File: src/rtl/can_tx_pkg.sv
package can_tx_pkg;
  localparam int ID_W      = 11;
  localparam int DLC_W     = 4;
  localparam int MAX_BYTES = 8;
  localparam int CRC_W     = 15;
  localparam int RSV_W     = 2;
  localparam int EOF_LEN   = 7;
  localparam int DATA_W    = 8 * MAX_BYTES;
  // start bit + identifier + RTR + reserved + length code
  localparam int HDR_LEN   = 1 + ID_W + 1 + RSV_W + DLC_W;
  // CRC + CRC delimiter + ACK slot + ACK delimiter + end of frame
  localparam int TAIL_LEN  = CRC_W + 3 + EOF_LEN;
  localparam int MAX_LEN   = HDR_LEN + DATA_W + TAIL_LEN;
  localparam int POS_W     = $clog2(MAX_LEN + 1);

  typedef enum logic [1:0] {ST_IDLE, ST_SEND, ST_YIELD} tx_state_e;

  function automatic int payload_bytes(input logic [DLC_W-1:0] dlc);
    return (int'(dlc) > MAX_BYTES) ? MAX_BYTES : int'(dlc);
  endfunction

  function automatic int frame_len(input logic [DLC_W-1:0] dlc);
    return HDR_LEN + 8 * payload_bytes(dlc) + TAIL_LEN;
  endfunction

  // Bit at a frame position, before stuffing.
  function automatic logic frame_bit(input int pos,
                                     input logic [ID_W-1:0]   id,
                                     input logic [DLC_W-1:0]  dlc,
                                     input logic [DATA_W-1:0] data,
                                     input logic [CRC_W-1:0]  crc);
    logic [ID_W-1:0]   t_id;
    logic [DLC_W-1:0]  t_dlc;
    logic [DATA_W-1:0] t_data;
    logic [CRC_W-1:0]  t_crc;
    int nb;
    int d;
    int c;
    nb = 8 * payload_bytes(dlc);
    if (pos == 0) return 1'b0;
    if (pos <= ID_W) begin
      t_id = id >> (ID_W - pos);
      return t_id[0];
    end
    if (pos < 1 + ID_W + 1 + RSV_W) return 1'b0;
    if (pos < HDR_LEN) begin
      t_dlc = dlc >> (HDR_LEN - 1 - pos);
      return t_dlc[0];
    end
    d = pos - HDR_LEN;
    if (d < nb) begin
      t_data = data >> (8 * (d / 8) + 7 - (d % 8));
      return t_data[0];
    end
    c = d - nb;
    if (c < CRC_W) begin
      t_crc = crc >> (CRC_W - 1 - c);
      return t_crc[0];
    end
    return 1'b1;
  endfunction
endpackage

File: src/rtl/can_tx_seq.sv
module can_tx_seq
  import can_tx_pkg::*;
(
  input  logic              clk,
  input  logic              rst_n,
  input  logic              load,
  input  logic              advance,
  input  logic [ID_W-1:0]   id_in,
  input  logic [DLC_W-1:0]  dlc_in,
  input  logic [DATA_W-1:0] data_in,
  input  logic [CRC_W-1:0]  crc_in,
  output logic              cur_bit,
  output logic              last_bit,
  output logic              in_arb,
  output logic              ack_slot
);
  logic [ID_W-1:0]   id_q;
  logic [DLC_W-1:0]  dlc_q;
  logic [DATA_W-1:0] data_q;
  logic [CRC_W-1:0]  crc_q;
  logic [POS_W-1:0]  pos_q;
  int                len;

  always_ff @(posedge clk) begin
    if (!rst_n) begin
      id_q   <= '0;
      dlc_q  <= '0;
      data_q <= '0;
      crc_q  <= '0;
      pos_q  <= '0;
    end else if (load) begin
      id_q   <= id_in;
      dlc_q  <= dlc_in;
      data_q <= data_in;
      crc_q  <= crc_in;
      pos_q  <= '0;
    end else if (advance) begin
      pos_q  <= pos_q + 1'b1;
    end
  end

  always_comb begin
    len      = frame_len(dlc_q);
    cur_bit  = frame_bit(int'(pos_q), id_q, dlc_q, data_q, crc_q);
    last_bit = (int'(pos_q) == len - 1);
    in_arb   = (int'(pos_q) >= 1) && (int'(pos_q) <= ID_W + 1);
    ack_slot = (int'(pos_q) == len - 2 - EOF_LEN);
  end

  // Position moves by exactly one per enabled bit
  p_pos_step_r2: assert property (@(posedge clk) disable iff (!rst_n)
    (advance && !load) |=> (int'(pos_q) == int'($past(pos_q)) + 1));
endmodule

File: src/rtl/can_tx_mon.sv
module can_tx_mon #(
  parameter int IDLE_RUN = 11
) (
  input  logic clk,
  input  logic rst_n,
  input  logic sample,
  input  logic driven,
  input  logic bus_rx,
  input  logic in_arb,
  input  logic ack_slot,
  input  logic yield_en,
  input  logic step,
  output logic ev_arb_loss,
  output logic ev_bit_err,
  output logic ev_bus_idle
);
  localparam int RUN_W = $clog2(IDLE_RUN + 1);
  logic [RUN_W-1:0] run_q;

  assign ev_arb_loss = sample && in_arb && driven && !bus_rx;
  assign ev_bit_err  = sample && !ack_slot && (driven != bus_rx) && !ev_arb_loss;
  assign ev_bus_idle = yield_en && step && bus_rx && (run_q == RUN_W'(IDLE_RUN - 1));

  // Length of the current recessive run seen while yielding
  always_ff @(posedge clk) begin
    if (!rst_n || !yield_en) begin
      run_q <= '0;
    end else if (step) begin
      run_q <= bus_rx ? run_q + 1'b1 : '0;
    end
  end

  // A dominant sample while yielding always restarts the quiet count
  p_run_restart_r5: assert property (@(posedge clk) disable iff (!rst_n)
    (yield_en && step && !bus_rx) |=> (run_q == '0));
endmodule

File: src/rtl/can_frame_tx.sv
module can_frame_tx
  import can_tx_pkg::*;
#(
  parameter int IDLE_RUN = 11
) (
  input  logic              clk,
  input  logic              rst_n,
  input  logic              bit_tick,
  input  logic              tx_req,
  input  logic [ID_W-1:0]   tx_id,
  input  logic [DLC_W-1:0]  tx_dlc,
  input  logic [DATA_W-1:0] tx_data,
  input  logic [CRC_W-1:0]  tx_crc,
  input  logic              bus_rx,
  output logic              tx_bit,
  output logic              busy,
  output logic              done,
  output logic              ack_seen,
  output logic              arb_lost,
  output logic              bit_err
);
  tx_state_e state_q;
  logic accept, sample;
  logic cur_bit, last_bit, in_arb, ack_slot;
  logic ev_arb_loss, ev_bit_err, ev_bus_idle;

  assign accept = tx_req && (state_q == ST_IDLE);
  assign sample = bit_tick && (state_q == ST_SEND);

  can_tx_seq u_seq (
    .clk(clk), .rst_n(rst_n), .load(accept), .advance(sample),
    .id_in(tx_id), .dlc_in(tx_dlc), .data_in(tx_data), .crc_in(tx_crc),
    .cur_bit(cur_bit), .last_bit(last_bit), .in_arb(in_arb), .ack_slot(ack_slot)
  );

  can_tx_mon #(.IDLE_RUN(IDLE_RUN)) u_mon (
    .clk(clk), .rst_n(rst_n), .sample(sample), .driven(cur_bit), .bus_rx(bus_rx),
    .in_arb(in_arb), .ack_slot(ack_slot), .yield_en(state_q == ST_YIELD),
    .step(bit_tick), .ev_arb_loss(ev_arb_loss), .ev_bit_err(ev_bit_err),
    .ev_bus_idle(ev_bus_idle)
  );

  always_ff @(posedge clk) begin
    if (!rst_n) begin
      state_q  <= ST_IDLE;
      done     <= 1'b0;
      ack_seen <= 1'b0;
      arb_lost <= 1'b0;
      bit_err  <= 1'b0;
    end else begin
      done <= 1'b0;
      case (state_q)
        ST_IDLE: if (accept) begin
          state_q  <= ST_SEND;
          ack_seen <= 1'b0;
          arb_lost <= 1'b0;
          bit_err  <= 1'b0;
        end
        ST_SEND: if (sample) begin
          if (ev_arb_loss) begin
            state_q  <= ST_YIELD;
            arb_lost <= 1'b1;
          end else if (ev_bit_err) begin
            state_q <= ST_IDLE;
            bit_err <= 1'b1;
            done    <= 1'b1;
          end else begin
            if (ack_slot) ack_seen <= !bus_rx;
            if (last_bit) begin
              state_q <= ST_IDLE;
              done    <= 1'b1;
            end
          end
        end
        ST_YIELD: if (ev_bus_idle) begin
          state_q <= ST_IDLE;
          done    <= 1'b1;
        end
        default: state_q <= ST_IDLE;
      endcase
    end
  end

  assign busy   = (state_q != ST_IDLE);
  assign tx_bit = (state_q == ST_SEND) ? cur_bit : 1'b1;

  p_idle_recessive_r1: assert property (@(posedge clk) disable iff (!rst_n)
    !busy |-> tx_bit);
  p_sof_dominant_r1: assert property (@(posedge clk) disable iff (!rst_n)
    $rose(busy) |-> !tx_bit);
  p_hold_between_ticks_r2: assert property (@(posedge clk) disable iff (!rst_n)
    (busy && $past(busy) && !$past(bit_tick)) |-> $stable(tx_bit));
  p_release_on_loss_r4: assert property (@(posedge clk) disable iff (!rst_n)
    ev_arb_loss |=> (tx_bit && arb_lost && busy));
  p_yield_quiet_r5: assert property (@(posedge clk) disable iff (!rst_n)
    (state_q == ST_YIELD) |-> tx_bit);
  p_abort_on_error_r6: assert property (@(posedge clk) disable iff (!rst_n)
    ev_bit_err |=> (done && bit_err && !busy));
  p_done_after_busy_r7: assert property (@(posedge clk) disable iff (!rst_n)
    done |-> (!busy && $past(busy)));
endmodule

File: config.mk
export PLATFORM = sky130hd
export DESIGN_NAME = can_frame_tx
export DESIGN_NICKNAME = d
export VERILOG_FILES = /design/src/rtl/can_tx_pkg.sv /design/src/rtl/can_tx_seq.sv /design/src/rtl/can_tx_mon.sv /design/src/rtl/can_frame_tx.sv
export SDC_FILE = /design/constraint.sdc
export NUM_CORES = 1
export LEC_CHECK = 0
export BUFFER_PORTS_ARGS = -buffer_cell sky130_fd_sc_hd__buf_4
export CORE_MARGIN = 2
export CORE_UTILIZATION = 45
export DETAILED_ROUTE_END_ITERATION = 10
export PLACE_DENSITY_LB_ADDON = 0.1
export SLEW_MARGIN = 20
export SYNTH_ARGS = -nofsm -noshare
export SYNTH_HDL_FRONTEND = slang
export SYNTH_SLANG_ARGS = --single-unit
export TNS_END_PERCENT = 1
File: constraint.sdc
create_clock -name clk -period 6.98 [get_ports clk]
set_input_delay 1.047 -clock clk [delete_from_list [all_inputs] [get_ports clk]]
set_output_delay 1.047 -clock clk [all_outputs]
set_load 0.01 [all_outputs]
Yosys cells after proc, flatten, opt, wreduce, memory -nomap -nowiden
Cells that the tools add are included.
- reduce and logical (&&, ||, !) cells: 28
- bitwise logic cells: 2
- add/sub/neg operators: 15
- equal/unequal tests: 15
- multiplexer cells: 63
- order comparisons: 8
- shifts and indexed selects: 4
- operators by type and width (cell ; number):
    8-bit by 32-bit == test with 1-bit output ; 2
    64-bit by 32-bit right shift with 1-bit output ; 1
    1-bit two-way mux ; 50
    32-bit by 4-bit adder with 32-bit output, second input constant ; 1
    32-bit by 6-bit adder with 32-bit output, second input constant ; 1
    6-bit by 32-bit adder with 32-bit output, first input constant ; 1
    32-bit by 5-bit less-than comparator with 1-bit output, second input constant ; 1
    11-bit by 32-bit right shift with 1-bit output ; 1
    15-bit by 32-bit right shift with 1-bit output ; 1
    4-bit by 32-bit right shift with 1-bit output ; 1
    32-bit by 2-bit subtractor with 32-bit output, second input constant ; 1
    32-bit by 3-bit subtractor with 32-bit output, second input constant ; 1
    32-bit by 4-bit subtractor with 32-bit output ; 1
    32-bit by 4-bit subtractor with 32-bit output, second input constant ; 1
    5-bit by 32-bit subtractor with 32-bit output, first input constant ; 1
    29-bit by 1-bit adder with 29-bit output ; 1
    7-bit by 4-bit less-or-equal comparator with 1-bit output, second input constant ; 2
    1-bit logical AND ; 12
    2-bit two-way mux ; 6
    2-bit inequality test, second input constant ; 5
    8-bit by 8-bit subtractor with 9-bit output ; 1
    8-bit less-than comparator ; 1
    4-bit two-way mux ; 2
    1-bit one-hot mux with 2 select lines ; 4
    other kinds (28) ; 36
- output and inout bits: 6
- bits of input ports: 99
- register bits: 111
- word-level logic and storage cells: 146

Depth between registers and ports, before layout
Gate-level depths: netlist (run 1).
- depth in word-level cells: 31
- depth in mapped cells: 25
- mapped depth without buffers: 23

By module
A second synthesis (run 1) with hierarchy kept.
- cells, all modules: 802
- area, all modules: 7601.0 µm²
- by module, submodules not included (module ; instances ; seq. area each (µm²) ; area an instance (µm²) ; cells an instance):
    can_tx_seq ; 1 ; 2021.9 ; 6891.6 ; 724
    can_frame_tx ; 1 ; 120.1 ; 446.7 ; 48
    can_tx_mon ; 1 ; 80.1 ; 262.8 ; 30

Least setup slack after synthesis (run 1)
Ideal clock, no wire load.
- kind: register to output
- start: register u_seq.pos_q[0]
- end: output tx_bit
- cell stages (with the launch flop): 20
- data arrival time: 5279 ps
- setup slack: 654 ps
- path through: dfxtp_1 buf_4 buf_6 a211o_1 a211oi_2 nand2_1 nor2_1 ha_1 ha_1 ha_1 fa_1 a211oi_1 o21ai_0 a2111oi_0 nor2_1 o41ai_1 nor4b_1 and4_1 a21oi_2 nand2_1
- cells in the longest elaborated chain, start to end: 16
- RTL lines (what ; RTL line ; source):
    from (decl) ; can_tx_seq.sv:21 ; logic [POS_W-1:0] pos_q;
    from (signal assigned) ; can_tx_seq.sv:38 ; pos_q <= pos_q + 1'b1;
    7-bit by 5-bit subtractor with 8-bit output ; can_tx_pkg.sv:50 ; d = pos - HDR_LEN;
    3-bit OR reduction (no source line) / 8-bit by 8-bit subtractor with 9-bit output (equally long branches) ; - ;
    1-bit bitwise AND (no source line) / 32-bit by 5-bit less-than comparator with 1-bit output (equally long branches) ; - ;
    29-bit by 1-bit adder with 29-bit output (no source line) / 1-bit two-way mux (equally long branches) ; - ;
    32-bit by 4-bit adder with 32-bit output / 1-bit two-way mux (equally long branches) ; can_tx_pkg.sv:52, can_tx_pkg.sv:55 ;
    32-bit by 4-bit subtractor with 32-bit output / 1-bit two-way mux (equally long branches) ; can_tx_pkg.sv:52, can_tx_pkg.sv:50 ;
    64-bit by 32-bit right shift with 1-bit output / 1-bit two-way mux (equally long branches) ; can_tx_pkg.sv:52, can_tx_pkg.sv:46 ;
    1-bit two-way mux, on equally long branches ; can_tx_pkg.sv:51, can_tx_pkg.sv:45 ;
    1-bit two-way mux, on equally long branches ; can_tx_pkg.sv:56, can_tx_pkg.sv:41 ;
    1-bit two-way mux ; can_tx_pkg.sv:60 ; return 1'b1;
    1-bit two-way mux ; can_tx_pkg.sv:55 ; c = d - nb;
    1-bit two-way mux ; can_tx_pkg.sv:50 ;
    1-bit two-way mux ; can_tx_pkg.sv:46 ; if (pos < HDR_LEN) begin
    1-bit two-way mux ; can_tx_pkg.sv:45 ; if (pos < 1 + ID_W + 1 + RSV_W) return 1'b0;
    1-bit two-way mux * ; can_tx_pkg.sv:41 ; if (pos <= ID_W) begin
    1-bit two-way mux * ; can_frame_tx.sv:85 ; assign tx_bit = (state_q == ST_SEND) ? cur_bit : 1'b1;
    to (decl) ; can_frame_tx.sv:15 ; output logic tx_bit,
Mark *: on every way between the ends. The rest lies on a longest branch, timed or not. The select of a mux whose other input is x is not followed.

Worst setup path in the final report (run 1)
- start: register u_seq.pos_q[1]
- end: output tx_bit
Same word-level chain as after synthesis.

==> results of run 1 <==
-- cell usage after synthesis, types with 5 or more instances --
library cell,number,share of area
nor2b_1,10,0.0076
nand4b_1,9,0.0096
buf_2,11,0.0067
a21o_1,16,0.015
inv_1,31,0.014
nand3_1,19,0.012
buf_4,6,0.0055
a2111oi_0,5,0.0053
and2_1,6,0.0046
o21ai_0,26,0.016
a211oi_1,8,0.0073
xor2_1,13,0.014
nor3_1,13,0.0079
a21boi_0,96,0.088
nor2_1,35,0.016
or3_1,7,0.0053
mux2i_1,10,0.012
mux2_2,6,0.0082
dfxtp_1,111,0.27
clkbuf_1,41,0.019
nand2b_1,6,0.0046
nor4_1,5,0.0038
buf_1,8,0.0037
nand4_1,13,0.0099
o211ai_1,7,0.0064
xnor2_1,12,0.013
o22ai_1,5,0.0038
nand2_1,250,0.11
or4_1,6,0.0055
ha_1,66,0.10
a21oi_1,37,0.023
o21a_1,5,0.0046
a31oi_1,10,0.0076
mux4_2,20,0.055
-- power by group --
part           total [mW]  internal [mW]  switching [mW]
combinational       0.430          0.189           0.241
sequential          0.763          0.714          0.0484
clock               0.522          0.257           0.265
total                1.71           1.16           0.555
-- worst max-delay path by stage --
stage	endpoint	depth (start not counted)	from
final	tx_bit	21	u_seq.pos_q[1]
after global routing	tx_bit	21	u_seq.pos_q[3]
after CTS	tx_bit	21	u_seq.pos_q[3]
after detailed placement	tx_bit	21	u_seq.pos_q[3]
after global placement	tx_bit	21	u_seq.pos_q[3]
after floorplan	tx_bit	19	u_seq.pos_q[0]
-- final cells by class --
| class | instances | area share |
|---|---|---|
| timing repair buffer | 128 | 0.101 |
| clock buffer | 9 | 0.0238 |
| clock inverter | 7 | 0.00911 |
| multi-input combinational | 806 | 0.589 |
| tap | 229 | 0.0302 |
| inverter | 31 | 0.0123 |
| sequential | 111 | 0.235 |
-- metal layers --
layer / routed length [µm] / vias up / track usage
li1: - / 3773 / -
met1: 10100 / 3396 / 0.305
met2: 9690 / 257 / 0.343
met3: 1080 / 47 / 0.0314
met4: 528 / 0 / 0.0781
met5: 0 / - / 0
-- kinds of logic after synthesis --
group,count (synthesis)
flops,111
fa+ha+maj,68
xor+xnor,30
other cells,1
compound gates,267
simple gates,403
mux,37
buf+inv,100
-- critical path, cell delays in order (launching register included) --
cell,delay (ns)
dfxtp_1,0.32
buf_4,0.19
a211o_1,0.35
a211oi_2,0.25
nand2_1,0.09
nor2_1,0.27
ha_1,0.26
nand4b_1,0.11
ha_1,0.29
inv_1,0.04
ha_1,0.30
ha_1,0.55
nand2_1,0.29
or3_1,0.39
a211o_1,0.31
nand2_1,0.10
o211ai_1,0.09
a2111oi_0,0.55
and4_1,0.29
a21oi_2,0.09
nand2_1,0.09
buf_4,0.12
-- stage by stage --
stage	worst slack, ns	utilization	instance area (µm²)	hold WS [ns]	std cells
CTS	0.209	0.527	9460	0.467	1321
global route	0.0133	0.528	9480	0.485	1321
floorplan	0.654	-	8210	0.438	1017
finish	0.232	0.528	9480	0.465	1321
global placement	0.702	0.509	9150	0.444	1305
detailed placement	0.603	0.509	9150	0.453	1305
-- registers in the layout, indices dropped and copies added (netlist names), 2 cells and up --
signal	count
u_seq.data_q	64
u_seq.pos_q	7
u_seq.crc_q	15
state_q	2
u_mon.run_q	4
u_seq.id_q	11
u_seq.dlc_q	4
-- timing repair --
item | in CTS | in global routing
endpoints found under the setup margin | 0 | 1
gates resized for setup | 0 | 6
hold buffers | 0 | 0
==> results.sh, run 1 <==
export IMPL_period_share=0.967
export IMPL_skew_ns=0.0120
export IMPL_start_kind="register"
export IMPL_cts_tree="yes"
export IMPL_power_total_mw=1.71
export IMPL_track_usage=0.218
export IMPL_insertion_delay_ns=0.36
export IMPL_synthToLayoutAreaGrowth_pct=15.4
export IMPL_clk_root_buffer_cell="clkbuf_16"
export IMPL_synth_xor_area_share=0.0379
export IMPL_end_kind="primary output"
export IMPL_critical_path_class="register to primary output"
export IMPL_grt_pass1_wl_mm=35.1
export IMPL_grt_max_degree=106
export IMPL_rsz0062_at_grt="false"
export IMPL_max_cap_violations=0
export IMPL_ys_warn_count=0
export IMPL_r2r_end="bit_err"
export IMPL_grt_overflow_total=0
export IMPL_die_x_um=139
export IMPL_synth_edff_count=0
export IMPL_crit_fanout=13
export IMPL_finalMaxSlewViolations=0
export IMPL_yosys_area_share_simple=0.225
export IMPL_hold_path_depth=2
export IMPL_hpwl_mm=15.8
export IMPL_leakage_nw=3.83
export IMPL_crit_required_ns=5.93
export IMPL_finalNetCount=1254
export IMPL_port_buffers=104
export IMPL_r2r_slack_ns=1.04
export IMPL_tightest_slew_ns=0.977
export IMPL_drive_above_1_share=0.181
export IMPL_finalWirelength_mm=21.4
export IMPL_synth_main_ff_cell="dfxtp_1"
export IMPL_syn_avg_cell_area_um2=8.08
export IMPL_drtPass1Iterations=6
export IMPL_drt_iter0_markers=547
export IMPL_cts_buffer_depth=2
export IMPL_vias=7473
export IMPL_multiInputGateArea_um2=5580
export IMPL_wl_per_cell_um=16.2
export IMPL_synth_seq_area_share=0.271
export IMPL_drtAntennaViolNets=0
export IMPL_slew_headroom=0.348
export IMPL_min_to="u_seq.data_q[40]"
export IMPL_syn_inst=1017
export IMPL_fmax_mhz=148
export IMPL_post_synth_num_cell_types=78
export IMPL_synth_fp_nets=1184
export IMPL_cts_htree_levels=3
export IMPL_die_area_um2=19400
export IMPL_rows=49
export IMPL_ios=105
export IMPL_final_cell_mix="nand2_1 (249), buf_4 (128), dfxtp_1 (110)"
export IMPL_hold_class="register to register"
export IMPL_synth_mux_area_frac=0.0766
export IMPL_vdd_ir_drop_max_mv=0.139
export IMPL_cp_arrival_ns=5.70
export IMPL_p_per_area_nw_per_um2=181
export IMPL_mostFrequentLayoutCell="nand2_1"
export IMPL_reg2regPathDepth=23
export IMPL_synth_compound_area_frac=0.231
export IMPL_drcViolationCount=0
export IMPL_status="completed"
export IMPL_syn_area_um2=8210
export IMPL_register_area_um2=2220
export IMPL_fillCellCount=1757
export IMPL_final_hold_viol_count=0
export IMPL_timing_rr_start="u_seq.pos_q[1]"
export IMPL_core_area_um2=18000
export IMPL_viasPerCell=5.66
export IMPL_ys_ff_latch=111
export IMPL_grt_pass1_vias=7084
export IMPL_cts_buffers=9
export IMPL_hp_start="u_seq.data_q[40]"
export IMPL_clkTransAtPathRegs_ns=0.08
export IMPL_synth_top_family_by_area="compound AO/OA/AOI/OAI gates"
export IMPL_initial_utilization=0.457
export IMPL_synth_async_reset_ratio=0
export IMPL_fin_crit_ns=6.75
export IMPL_clock_sinks=111
export IMPL_antenna_found_initial=0
export IMPL_cts_setup_buffers=0
export IMPL_tns_ns=0
export IMPL_synth_adder_area_share=0.105
export IMPL_setup_violations=0
export IMPL_routabilityCongestion=0.962
export IMPL_die_y_um=139
export IMPL_antenna_cells=0
Power figures use the tool's default switching activity.
==> inputs of run 2 (changes only) <==
==> constraint.sdc (replaced) <==
create_clock -name clk -period 6.98 [get_ports clk]
set_input_delay 1.396 -clock clk [delete_from_list [all_inputs] [get_ports clk]]
set_output_delay 1.396 -clock clk [all_outputs]
set_load 0.01 [all_outputs]
==> results.sh, run 2 (synthesis gave the netlist of run 1 again) <==
export IMPL_status="completed"
export IMPL_drive_above_1_share=0.202
export IMPL_crit_required_ns=5.58
export IMPL_vias=7531
export IMPL_critPathTopFamily="compound AO/OA/AOI/OAI gates"
export IMPL_critical_path_class="register to primary output"
export IMPL_path_cells="buf_4, a211o_1, a211oi_2, nand2_1, nor2_1, ha_1, nand3_1, ha_1, inv_1, ha_1, ha_1, a21o_1, a21oi_1, buf_4, nand2_1, xor2_1, or4_1, a2111oi_1, and4_1, a21oi_2, nand2_1, buf_4"
export IMPL_mostFrequentLayoutCell="nand2_1"
export IMPL_crit_fanout=11
export IMPL_clock_sinks=111
export IMPL_drtPass1Iterations=6
export IMPL_final_hold_viol_count=0
export IMPL_crit_path_frequent_cell="ha_1"
export IMPL_cp_arrival_ns=5.28
export IMPL_multiInputGateArea_um2=5600
export IMPL_period_share=0.956
export IMPL_finalWirelength_mm=21.9
export IMPL_hold_slack_ns=0.459
export IMPL_register_area_um2=2230
export IMPL_finalMaxSlewViolations=0
export IMPL_grt_pass1_vias=7075
export IMPL_finalNetCount=1282
export IMPL_insertion_delay_ns=0.36
export IMPL_end_kind="primary output"
export IMPL_track_usage=0.226
export IMPL_viasPerCell=5.58
export IMPL_core_area_um2=18000
export IMPL_slowest_delay_ns=0.54
export IMPL_antenna_found_initial=0
export IMPL_fillCellCount=1799
export IMPL_cp_buffers_inverters=4
export IMPL_slew_headroom=0.358
export IMPL_skew_ns=0.00871
export IMPL_synthToLayoutAreaGrowth_pct=18.1
export IMPL_cp_startpoint="u_seq.pos_q[2]"
export IMPL_rows=49
export IMPL_regMostFlops="u_seq.data_q"
export IMPL_final_cell_mix="nand2_1 (249), buf_4 (156), dfxtp_1 (110)"
export IMPL_cts_buffers=9
export IMPL_fin_crit_ns=6.67
export IMPL_drt_iter0_markers=397
export IMPL_antenna_cells=0
export IMPL_hold_path_depth=2
export IMPL_largest_register_ffs=64
export IMPL_setup_violations=0
export IMPL_reg_top3="u_seq.data_q x64, u_seq.crc_q x15, u_seq.id_q x11"
export IMPL_min_to="arb_lost"
export IMPL_tightest_slew_ns=0.964
export IMPL_reg2regPathDepth=24
export IMPL_wl_per_cell_um=16.2
export IMPL_drtAntennaViolNets=0
export IMPL_fmax_mhz=150
export IMPL_die_x_um=139
export IMPL_timing_rr_start="u_seq.pos_q[2]"
export IMPL_p_per_area_nw_per_um2=178
export IMPL_drcViolationCount=0
export IMPL_ios=105
export IMPL_clk_root_buffer_cell="clkbuf_16"
export IMPL_power_total_mw=1.72
export IMPL_leakage_nw=3.97
export IMPL_fin_cells=1349
export IMPL_cts_tree="yes"
export IMPL_vdd_ir_drop_max_mv=0.119
export IMPL_grt_pass1_wl_mm=36.1
export IMPL_port_buffers=104
export IMPL_max_cap_violations=0
export IMPL_r2r_end="bit_err"
export IMPL_rsz0062_at_grt="false"
export IMPL_die_y_um=139
export IMPL_routabilityCongestion=0.932
export IMPL_place_inst=1333
export IMPL_hp_start="arb_lost"
export IMPL_grt_overflow_total=0
export IMPL_hold_class="register to register"
export IMPL_cts_buffer_depth=2
export IMPL_tns_ns=0
export IMPL_cts_htree_levels=3
export IMPL_initial_utilization=0.457
export IMPL_start_kind="register"
export IMPL_cpMaxStageDelayCell="or4_1"
export IMPL_cts_setup_buffers=0
export IMPL_clkTransAtPathRegs_ns=0.08
export IMPL_grt_max_degree=106
export IMPL_die_area_um2=19400
export IMPL_r2r_slack_ns=1.45
export IMPL_hpwl_mm=16.2
==> run 2: cell count changes in the layout (fill, tap and decap cells not counted), sizes merged <==
cell,change
inv,+1
clkinv,-2
clkbuf,+1
buf,+28
==> run 2: repair_timing <==
item                                   4_1_cts  5_1_grt
endpoints found under the hold margin        0        0
hold buffers                                 0        0
setup endpoints to repair                    0        1
resized for setup                            0        8
==> run 2: layer usage <==
layer,part of all wire,vias to the layer above,track usage
met5,0,-,0
met4,0.018,0,0.0686
met3,0.040,28,0.0252
met2,0.45,175,0.352
met1,0.49,3498,0.328
li1,-,3830,-
==> run 2: report_power, final <==
part	switching (mW)	leakage [nW]	internal, mW
registers	0.0498	0.910	0.714
logic	0.240	2.91	0.190
clock network	0.265	0.149	0.263
==> run 2: cell type report <==
cell class,instances,area share
clock buffers,10,0.0246
clock inverters,6,0.00619
inverters,31,0.0120
multi-input cells,806,0.577
flip-flops and latches,111,0.230
well taps,229,0.0295
repair buffers,156,0.121
==> run 2: stage by stage <==
stage          setup slack [ns]  cell area (µm²)   util
5_1_grt                  0.0142             9700  0.540
3_3_place_gp              0.566             9360  0.521
2_1_floorplan             0.305             8210      -
3_5_place_dp              0.538             9360  0.521
4_1_cts                   0.119             9660  0.538
6_report                  0.309             9700  0.540
==> run 2: worst reg2reg max path, stage by stage, from the launching register on <==
cell	delay, ns
dfxtp_1	0.32
buf_4	0.18
a211o_1	0.33
a211oi_2	0.25
nand2_1	0.09
nor2_1	0.14
ha_1	0.24
nand3_1	0.09
ha_1	0.30
inv_1	0.04
ha_1	0.26
ha_1	0.36
a21o_1	0.19
a21oi_1	0.23
buf_4	0.16
nand2_1	0.09
xor2_1	0.15
or4_1	0.54
a2111oi_1	0.37
and4_1	0.30
a21oi_2	0.08
buf_4	0.16
mux2_1	0.31
a31oi_1	0.18
nor2_1	0.06
==> run 2: how the worst max path moves through the flow <==
| stage | end | depth (start not counted) |
|---|---|---|
| after floorplan | tx_bit | 19 |
| after global placement | tx_bit | 21 |
| after detailed placement | tx_bit | 18 |
| after CTS | tx_bit | 18 |
| after global routing | tx_bit | 22 |
| final | tx_bit | 22 |
==> inputs of run 3 (changes only) <==
==> constraint.sdc (replaced) <==
create_clock -name clk -period 6.98 [get_ports clk]
set_input_delay 0.698 -clock clk [delete_from_list [all_inputs] [get_ports clk]]
set_output_delay 0.698 -clock clk [all_outputs]
set_load 0.01 [all_outputs]
==> results.sh, run 3 (synthesis gave the netlist of run 1 again) <==
export IMPL_vdd_ir_drop_max_mv=0.136
export IMPL_period_share=0.952
export IMPL_utilization=0.524
export IMPL_crit_path_frequent_cell="ha_1"
export IMPL_tightest_slew_ns=0.980
export IMPL_cts_tree="yes"
export IMPL_skew_ns=0.0130
export IMPL_vias=7372
export IMPL_tns_ns=0
export IMPL_leakage_nw=3.79
export IMPL_final_hold_viol_count=0
export IMPL_clock_sinks=111
export IMPL_die_x_um=139
export IMPL_cp_startpoint="u_seq.pos_q[1]"
export IMPL_track_usage=0.216
export IMPL_hold_class="register to register"
export IMPL_largest_register_ffs=64
export IMPL_critical_path_class="register to primary output"
export IMPL_path_cells="a211o_1, a211oi_2, buf_4, nand2_1, nor2_1, ha_1, nand3_1, ha_1, ha_1, ha_1, a21o_1, a31oi_1, o221ai_1, or4_1, a2111oi_0, and4_1, a21oi_2, nand2_1, buf_4"
export IMPL_cts_buffers=9
export IMPL_fin_area_um2=9400
export IMPL_antenna_cells=0
export IMPL_cpMaxStageDelayCell="a2111oi_0"
export IMPL_crit_fanout=14
export IMPL_power_total_mw=1.72
export IMPL_ios=105
export IMPL_fmax_mhz=150
export IMPL_status="completed"
export IMPL_place_inst=1296
export IMPL_viasPerCell=5.62
export IMPL_wl_per_cell_um=16.2
export IMPL_start_kind="register"
export IMPL_p_per_area_nw_per_um2=182
export IMPL_cts_htree_levels=3
export IMPL_hold_buffers=0
export IMPL_regMostFlops="u_seq.data_q"
export IMPL_cp_buffers_inverters=2
export IMPL_slowest_delay_ns=0.58
export IMPL_clk_root_buffer_cell="clkbuf_16"
export IMPL_initial_utilization=0.457
export IMPL_rows=49
export IMPL_grt_overflow_total=0
export IMPL_port_buffers=104
export IMPL_drt_iter0_markers=433
export IMPL_max_cap_violations=0
export IMPL_cts_buffer_depth=2
export IMPL_synthToLayoutAreaGrowth_pct=14.5
export IMPL_finalMaxSlewViolations=0
export IMPL_slew_headroom=0.347
export IMPL_critPathTopFamily="compound AO/OA/AOI/OAI gates"
export IMPL_die_area_um2=19400
export IMPL_drcViolationCount=0
export IMPL_setup_violations=0
export IMPL_antenna_found_initial=0
export IMPL_mostFrequentLayoutCell="nand2_1"
export IMPL_final_cell_mix="nand2_1 (249), buf_4 (119), dfxtp_1 (108)"
export IMPL_dp_slack_ns=0.452
export IMPL_die_y_um=139
export IMPL_cp_arrival_ns=5.95
export IMPL_drtAntennaViolNets=0
export IMPL_placed_area_um2=9080
export IMPL_routabilityCongestion=0.918
export IMPL_finalWirelength_mm=21.2
export IMPL_reg_top3="u_seq.data_q x64, u_seq.crc_q x15, u_seq.id_q x11"
export IMPL_hp_start="arb_lost"
export IMPL_rsz0062_at_grt="false"
export IMPL_fin_crit_ns=6.64
export IMPL_grt_max_degree=96
export IMPL_insertion_delay_ns=0.36
export IMPL_core_area_um2=18000
export IMPL_end_kind="primary output"
export IMPL_drtPass1Iterations=5
export IMPL_fin_cells=1312
export IMPL_crit_required_ns=6.28
export IMPL_worst_slack_ns=0.335
export IMPL_clkTransAtPathRegs_ns=0.08
export IMPL_drive_above_1_share=0.175
export IMPL_hpwl_mm=15.7
export IMPL_finalNetCount=1245
export IMPL_grt_pass1_vias=7046
export IMPL_grt_pass1_wl_mm=34.9
export IMPL_hold_slack_ns=0.456
export IMPL_timing_rr_start="u_seq.pos_q[1]"
## run 3: changes by cell type in the layout (fill, tap and decap cells not counted), sizes merged
| cell | change |
|---|---|
| buf | -37 |
| clkinv | +1 |
| inv | -1 |
## run 3: worst paths after layout
path / cells past startpoint / slack [ns] / to
worst max register to register: 20 / 0.95 / bit_err
worst min register to register: 2 / 0.46 / arb_lost
worst min-delay path: 2 / 0.46 / arb_lost
worst max-delay path: 19 / 0.34 / tx_bit
## run 3: worst register-to-register path, delay by kind of cell, from the launching register on
family / cells / cell delay, ns
adder cells (fa/ha/maj): 4 / 1.27
AND/OR/NAND/NOR: 6 / 1.40
AO/OA/AOI/OAI: 8 / 2.32
buffers and inverters: 1 / 0.19
multiplexers: 1 / 0.34
flip-flops: 1 / 0.42
## run 3: power breakdown
part / leakage [nW] / switching (mW) / internal, mW / total [mW]
Sequential: 0.911 / 0.0476 / 0.714 / 0.762
Combinational: 2.73 / 0.240 / 0.189 / 0.428
Clock: 0.153 / 0.260 / 0.265 / 0.526
Total: 3.79 / 0.548 / 1.17 / 1.72
## run 3: area by class of cell
type                    instances  area (µm²)
inverters                      31         116
well taps                     229         287
fillers                      1778        8560
multi-input cells             806        5570
repair buffers                119         893
flip-flops and latches        111        2230
clock inverters                 6        72.6
clock buffers                  10         239
## run 3: repair_timing
action,CTS,global route
setup endpoints to repair,0,1
buffers inserted,0,0
gates resized for setup,0,6
## run 3: per-layer routing
layer	track usage	routed length (µm)
met1	0.308	10300
met2	0.339	9630
met3	0.0300	883
met4	0.0691	429
met5	0	0
